### src/rtl/fts_burst_sram_pkg.sv
package fts_burst_sram_pkg;

    localparam int LANE_DATA_W = 8;
    localparam int LANE_W      = LANE_DATA_W + 1;
    localparam int BURST_W     = 2;

    typedef enum logic [2:0] {
        CMD_HOLD,
        CMD_DESEL,
        CMD_LOAD_PROC,
        CMD_LOAD_CTRL,
        CMD_ADVANCE
    } strobe_cmd_e;

    typedef enum logic {
        ORDER_LINEAR = 1'b0,
        ORDER_XOR    = 1'b1
    } burst_order_e;

    typedef struct packed {
        logic               active;
        logic               first_rd;
        logic [BURST_W-1:0] start;
        logic [BURST_W-1:0] step;
    } burst_state_t;

    function automatic logic chip_selected(input logic e0_n, input logic e1, input logic e2_n);
        return !e0_n && e1 && !e2_n;
    endfunction

    function automatic logic cmd_loads(input strobe_cmd_e c);
        return (c == CMD_LOAD_PROC) || (c == CMD_LOAD_CTRL);
    endfunction

    function automatic logic [BURST_W-1:0] burst_offset(
        input logic [BURST_W-1:0] start,
        input logic [BURST_W-1:0] step,
        input burst_order_e       ord
    );
        if (ord == ORDER_XOR) begin
            return start ^ step;
        end
        return start + step;
    endfunction

endpackage

### src/rtl/fts_strobe_decode.sv
module fts_strobe_decode
    import fts_burst_sram_pkg::*;
(
    input  logic        en0_n,
    input  logic        en1,
    input  logic        en2_n,
    input  logic        cpu_stb_n,
    input  logic        ctl_stb_n,
    input  logic        step_n,
    input  logic        wr_n,
    input  logic        burst_active,
    output strobe_cmd_e cmd,
    output logic        wr_now,
    output logic        wr_at_load
);

    logic selected;
    logic cpu_take;
    logic ctl_take;

    assign selected = chip_selected(en0_n, en1, en2_n);
    assign cpu_take = !cpu_stb_n && !en0_n;
    assign ctl_take = !ctl_stb_n && !cpu_take;

    always_comb begin
        if (cpu_take) begin
            cmd = selected ? CMD_LOAD_PROC : CMD_DESEL;
        end else if (ctl_take) begin
            cmd = selected ? CMD_LOAD_CTRL : CMD_DESEL;
        end else if (burst_active && !step_n) begin
            cmd = CMD_ADVANCE;
        end else begin
            cmd = CMD_HOLD;
        end
    end

    always_comb begin
        wr_at_load = (cmd == CMD_LOAD_CTRL);
        unique case (cmd)
            CMD_LOAD_CTRL:         wr_now = !wr_n;
            CMD_HOLD, CMD_ADVANCE: wr_now = !wr_n && burst_active;
            default:               wr_now = 1'b0;
        endcase
    end

endmodule

### src/rtl/fts_burst_counter.sv
module fts_burst_counter
    import fts_burst_sram_pkg::*;
#(
    parameter int ADDR_W = 6
) (
    input  logic              clk,
    input  logic              rst,
    input  strobe_cmd_e       cmd,
    input  burst_order_e      order,
    input  logic [ADDR_W-1:0] load_addr,
    output logic [ADDR_W-1:0] cur_addr,
    output logic              burst_active,
    output logic              first_rd
);

    localparam int HI_W = ADDR_W - BURST_W;

    burst_state_t    st_q, st_d;
    logic [HI_W-1:0] hi_q, hi_d;

    always_comb begin
        st_d          = st_q;
        hi_d          = hi_q;
        st_d.first_rd = 1'b0;
        if (cmd_loads(cmd)) begin
            hi_d          = load_addr[ADDR_W-1:BURST_W];
            st_d.start    = load_addr[BURST_W-1:0];
            st_d.step     = '0;
            st_d.active   = 1'b1;
            st_d.first_rd = !st_q.active;
        end else begin
            unique case (cmd)
                CMD_DESEL:   st_d.active = 1'b0;
                CMD_ADVANCE: st_d.step   = st_q.step + BURST_W'(1);
                default:     ;
            endcase
        end
    end

    always_ff @(posedge clk) begin
        if (rst) begin
            st_q <= '0;
            hi_q <= '0;
        end else begin
            st_q <= st_d;
            hi_q <= hi_d;
        end
    end

    assign cur_addr     = {hi_q, burst_offset(st_q.start, st_q.step, order)};
    assign burst_active = st_q.active;
    assign first_rd     = st_q.first_rd;

endmodule

### src/rtl/fts_lane_store.sv
module fts_lane_store
    import fts_burst_sram_pkg::*;
#(
    parameter int ADDR_W = 6,
    parameter int LANES  = 4
) (
    input  logic                    clk,
    input  logic                    wr_en,
    input  logic [ADDR_W-1:0]       wr_addr,
    input  logic [LANES-1:0]        lane_wr_n,
    input  logic [LANES*LANE_W-1:0] wr_data,
    input  logic [ADDR_W-1:0]       rd_addr,
    output logic [LANES*LANE_W-1:0] rd_data
);

    localparam int DEPTH = 1 << ADDR_W;

    for (genvar g = 0; g < LANES; g++) begin : g_lane
        logic [LANE_W-1:0] cells [DEPTH];

        always_ff @(posedge clk) begin
            if (wr_en && !lane_wr_n[g]) begin
                cells[wr_addr] <= wr_data[g*LANE_W +: LANE_W];
            end
        end

        assign rd_data[g*LANE_W +: LANE_W] = cells[rd_addr];
    end

endmodule

### src/rtl/fts_burst_sram.sv
module fts_burst_sram
    import fts_burst_sram_pkg::*;
#(
    parameter int ADDR_W = 6,
    parameter int LANES  = 4
) (
    input  logic                    clk,
    input  logic                    rst,
    input  logic                    en0_n,
    input  logic                    en1,
    input  logic                    en2_n,
    input  logic                    cpu_stb_n,
    input  logic                    ctl_stb_n,
    input  logic                    step_n,
    input  logic                    wr_n,
    input  logic [LANES-1:0]        lane_wr_n,
    input  logic                    order_sel,
    input  logic                    out_en_n,
    input  logic [ADDR_W-1:0]       addr,
    input  logic [LANES*LANE_W-1:0] wdata,
    output logic [LANES*LANE_W-1:0] rdata,
    output logic                    rdata_drive
);

    localparam int DATA_W = LANES * LANE_W;

    strobe_cmd_e       cmd;
    logic              wr_now;
    logic              wr_at_load;
    logic              burst_active;
    logic              first_rd;
    logic [ADDR_W-1:0] cur_addr;
    logic [ADDR_W-1:0] wr_addr;
    logic [DATA_W-1:0] rd_word;
    burst_order_e      order;

    assign order = burst_order_e'(order_sel);

    fts_strobe_decode u_dec (
        .en0_n        (en0_n),
        .en1          (en1),
        .en2_n        (en2_n),
        .cpu_stb_n    (cpu_stb_n),
        .ctl_stb_n    (ctl_stb_n),
        .step_n       (step_n),
        .wr_n         (wr_n),
        .burst_active (burst_active),
        .cmd          (cmd),
        .wr_now       (wr_now),
        .wr_at_load   (wr_at_load)
    );

    fts_burst_counter #(.ADDR_W(ADDR_W)) u_ctr (
        .clk          (clk),
        .rst          (rst),
        .cmd          (cmd),
        .order        (order),
        .load_addr    (addr),
        .cur_addr     (cur_addr),
        .burst_active (burst_active),
        .first_rd     (first_rd)
    );

    assign wr_addr = wr_at_load ? addr : cur_addr;

    fts_lane_store #(.ADDR_W(ADDR_W), .LANES(LANES)) u_mem (
        .clk       (clk),
        .wr_en     (wr_now),
        .wr_addr   (wr_addr),
        .lane_wr_n (lane_wr_n),
        .wr_data   (wdata),
        .rd_addr   (cur_addr),
        .rd_data   (rd_word)
    );

    assign rdata       = burst_active ? rd_word : '0;
    assign rdata_drive = !out_en_n && burst_active && !first_rd;

endmodule

### config.mk
export PLATFORM = sky130hd
export DESIGN_NAME = fts_burst_sram
export DESIGN_NICKNAME = d
export VERILOG_FILES = /design/src/rtl/fts_burst_sram_pkg.sv /design/src/rtl/fts_strobe_decode.sv /design/src/rtl/fts_burst_counter.sv /design/src/rtl/fts_lane_store.sv /design/src/rtl/fts_burst_sram.sv
export SDC_FILE = /design/constraint.sdc
export NUM_CORES = 2
export LEC_CHECK = 0
export BUFFER_PORTS_ARGS = -buffer_cell sky130_fd_sc_hd__buf_2
export CAP_MARGIN = 40
export CORE_UTILIZATION = 45
export DETAILED_ROUTE_END_ITERATION = 16
export PLACE_DENSITY = 0.69
export SYNTH_ARGS = -nofsm -noshare
export SYNTH_HDL_FRONTEND = slang
export SYNTH_HIERARCHICAL = 1
export SYNTH_SLANG_ARGS = --single-unit
### constraint.sdc
create_clock -name clk -period 7.9 [get_ports clk]
set_input_delay 1.185 -clock clk [delete_from_list [all_inputs] [get_ports clk]]
set_output_delay 1.185 -clock clk [all_outputs]
set_load 0.02 [all_outputs]
==> summary.md <==
| Metric | Value |
|---|---|
| Status | `finished clean` |
| Synth top area cells | `edfxtp_1 78%, mux4_2 14%, nor2_1 1.3%` |
| Complex-gate fraction of the synthesized area | `0.0241` |
| Clock root cell | `clkbuf_16` |
| HPWL Detailed | `158000 um` |
| Vias in the first global route | `45.4k` |
| Setup crit end kind | `output pin` |
| Most common cell after layout, fill and taps aside | `edfxtp_1` |
| Die area | `200000 um^2` |
| Area share of the largest cell type after synthesis | `0.776` |
| Fmax | `151 MHz` |
| Post-CTS sizing | `0` |
| Die width | `447 um` |
| CP delay by family, top | `buffers and inverters` |
| Worst reg-to-reg path cell count | `6` |
| Fin crit share | `0.839` |
| IO Count | `94` |
| Type of the most critical hold path | `reg -> reg` |
| Crit path kind | `reg -> out` |
| Nets | `4653` |
| GR Layer Usage met1 | `0.325` |
| Core area | `197000 um^2` |
| Clock Sinks | `2314` |
| Via count | `46.3k` |
| Net Sw Frac | `0.206` |
| Die Height | `447 um` |
| Total Power | `0.0244 W` |
| Post-Synthesis Cells | `4142` |
| Post-Place Worst Slack | `1.99 ns` |
| Max IR drop VDD | `184 uV` |
| Synth Cell Area | `89200 um^2` |
| H-tree Lvls | `4` |
| Clock transition at path regs | `0.06 ns` |
| GR Util met2 | `0.371` |
| Critical Path Fanout Max | `38` |
| Synth cell types | `56` |
| Layout area overhead | `14.7%` |
| Worst relative slew slack | `0.291` |
| Max Cap Viol | `0` |
| Final worst setup slack | `1.27 ns` |
| # hold bufs at CTS | `0` |
| Ys async rst share | `0` |
| Layout Utilization | `0.519` |
| Starting Density | `0.452` |
| WP data required | `6.71 ns` |
| Routed WL | `243000 um` |
| Buf/Inv on CP | `3` |
| Layout cells sized above 1 | `0.299` |
| Predominant post-synthesis flop cell | `edfxtp_1` |
| Logic pwr share | `0.034` |
| Drt first-iter violations | `7149` |
| Initial antenna violation count | `26` |
| Synthesized-area fraction occupied by and/or/nand/nor cells | `0.0291` |
| Hold_sp | `u_ctr/st_q[3]` |
| Crit-path cells | `ha_4, buf_12, buf_4, mux4_2, mux2_2, a221oi_1, nor3_1, and2_2, buf_2` |
| Clk_lat worst skew | `0.86 ns` |
| Vias per cell | `6.22` |
| Clock power share | `0.413` |
| Post-Synth Adder-Cell Area | `0.000140` |
| Number of synthesized flops with an enable pin | `2304` |
| Crit path DAT | `5.44 ns` |
| Switching Power | `0.00504 W` |
| GRT Total Usage | `0.243` |
| Yosys warns | `6` |
| Reg2reg start | `u_ctr/st_q[0]` |
| Final setup viols | `0` |
| Worst Hold Depth | `2` |
| Global Route met3 Usage | `0.0747` |
| Xor and xnor area share after synthesis | `0.000196` |
| Grt peak-use layer | `met2` |
| Synth area leader | `edfxtp_1` |
| Gr ovfl total | `0` |
| Worst Tran Pin Value | `1.06 ns` |
| RSZ-0062 raised after global routing | `no` |
| CP max stage cell | `a221oi_1` |
| First-pass DRT Iterations | `10` |
| Setup TNS | `0 ns` |
| Most frequent cells in the layout | `2304 x edfxtp_1, 564 x mux4_2, 328 x buf_4, 298 x nor2_1, 218 x clkbuf_16` |
| Remaining antenna violation count | `0` |
| GPL Wtd Cong | `0.876` |
| Max Root-Sink Buffers | `3` |
| Hold Vio Cnt, Final | `0` |
| Routed len/inst | `32.6 um` |
| LEAKAGE | `31.2 nW` |
| # DRC | `0` |
| Crit Reg-Reg Endpoint | `u_mem/g_lane[2].cells[9][0]` |
| Global-route wire length before repair | `341000 um` |
| Placement Rows | `163` |
| Flop pwr share | `0.553` |
| Internal Power | `0.0194 W` |
| Critical path startpoint category | `flip-flop` |
| CTS tree | `yes` |
| Synth Register Bits | `2314` |
| Clk_skew | `0.0309 ns` |
| Seq/Total Area, Yosys | `0.778` |
| IO Port Bufs | `93` |
| Worst reg2reg setup slack | `3.00 ns` |
| P per Cell Area | `239 nW/um^2` |
| Post-synth net total | `4200` |
| Min Tclk post-route | `6.63 ns` |
| Post-CTS setup-driven buffer insertion count | `0` |
| Largest family of logic cells by synthesized area | `multiplexers` |
| Clock buffer count from CTS | `215` |
| Final Max Tran Viols | `0` |
| Post-Syn Area per Cell | `21.5 um^2` |
| Hold endpoint | `u_ctr/st_q[3]` |
| Largest net degree at the start of global routing | `112` |
| Multiplexer share of the synthesized area | `0.156` |
| Slowest stage delay, CP | `0.92 ns` |
routing by layer:
layer	share of wire	up-vias	routed length, um
met5	0.0022	-	522
met2	0.47	2987	113000
met3	0.12	547	29000
li1	-	18268	-
met1	0.37	24462	89200
met4	0.043	18	10500
worst register-to-register path, delay by kind of cell (launching register included):
kind | cells | cell delay (ns)
and+or+nand+nor | 3 | 2.59
DFF | 1 | 0.37
adders and majority gates | 1 | 0.80
buffers and inverters | 1 | 0.46
muxes | 1 | 0.30
stage by stage:
step                      hold slack (ns)  std cells  instance area, um^2
after floorplan                     0.440       4142                89200
after global placement              0.464       6718                92700
after detailed placement            0.472       7013                95400
after CTS                           0.480       7410               102000
after global routing                0.508       7419               102000
final                               0.481       7439               102000
cells by family (layout without fill, tap and decap cells):
logic type      Yosys count  in the layout
mux                     678            678
simple gates            575            575
flops                  2314           2314
other cells               0             24
buf+inv                 250            883
fa+ha+maj                 1              1
xor+xnor                  2              2
compound gates          322            322
power by group through the flow:
stage	clock network [W]	registers, W	logic (W)
3_3_place_gp	0	0.0138	0.000772
4_1_cts	0.0102	0.0135	0.000822
2_1_floorplan	0	0.0138	0.000368
3_5_place_dp	0	0.0138	0.000820
5_1_grt	0.0106	0.0135	0.000857
6_report	0.0101	0.0135	0.000825
worst max-delay path by stage:
| stage | start | end | slack [ns] | depth (start not counted) |
|---|---|---|---|---|
| floorplan | order_sel | rdata[15] | 3.37 | 12 |
| global placement | order_sel | rdata[17] | 1.62 | 11 |
| detailed placement | order_sel | rdata[15] | 1.99 | 13 |
| CTS | u_ctr/st_q[0] | rdata[25] | 1.24 | 9 |
| global route | u_ctr/st_q[0] | rdata[25] | 1.10 | 9 |
| finish | u_ctr/st_q[0] | rdata[25] | 1.27 | 9 |
registers in the layout (all words and copies together) (netlist names):
register,cells
u_mem/g_lane.cells,2304
u_ctr/burst_active,1
u_ctr/hi_q,4
u_ctr/first_rd,1
u_ctr/st_q,4
final cells by class:
| cell class | count | area, um^2 |
|---|---|---|
| Fill cell | 15014 | 94900 |
| Multi-Input combinational cell | 1578 | 18700 |
| Antenna cell | 24 | 60.1 |
| Tap cell | 2640 | 3300 |
| Inverter | 3 | 11.3 |
| Timing Repair Buffer | 483 | 3980 |
| Clock buffer | 271 | 5660 |
| Sequential cell | 2314 | 69400 |
| Clock inverter | 126 | 1130 |
synth_stat cells, drive strengths merged (3+ instances only):
cell and count:
o211ai 3, mux2 31, clkbuf 119, nor2b 17
nand2 127, nor3 22, a211oi 10, mux2i 83
buf 128, and3b 4, nor4 25, o221ai 17
edfxtp 2304, inv 3, or3b 4, a2bb2oi 11
a2111oi 10, mux4 564, and2 39, nor2 299
nand2b 17, dfxtp 10, o21ai 27, a221oi 21
o22ai 156, o22a 14, a32oi 3, nor3b 8
a21oi 44
Note: power is estimated with default switching activity, not from simulation.
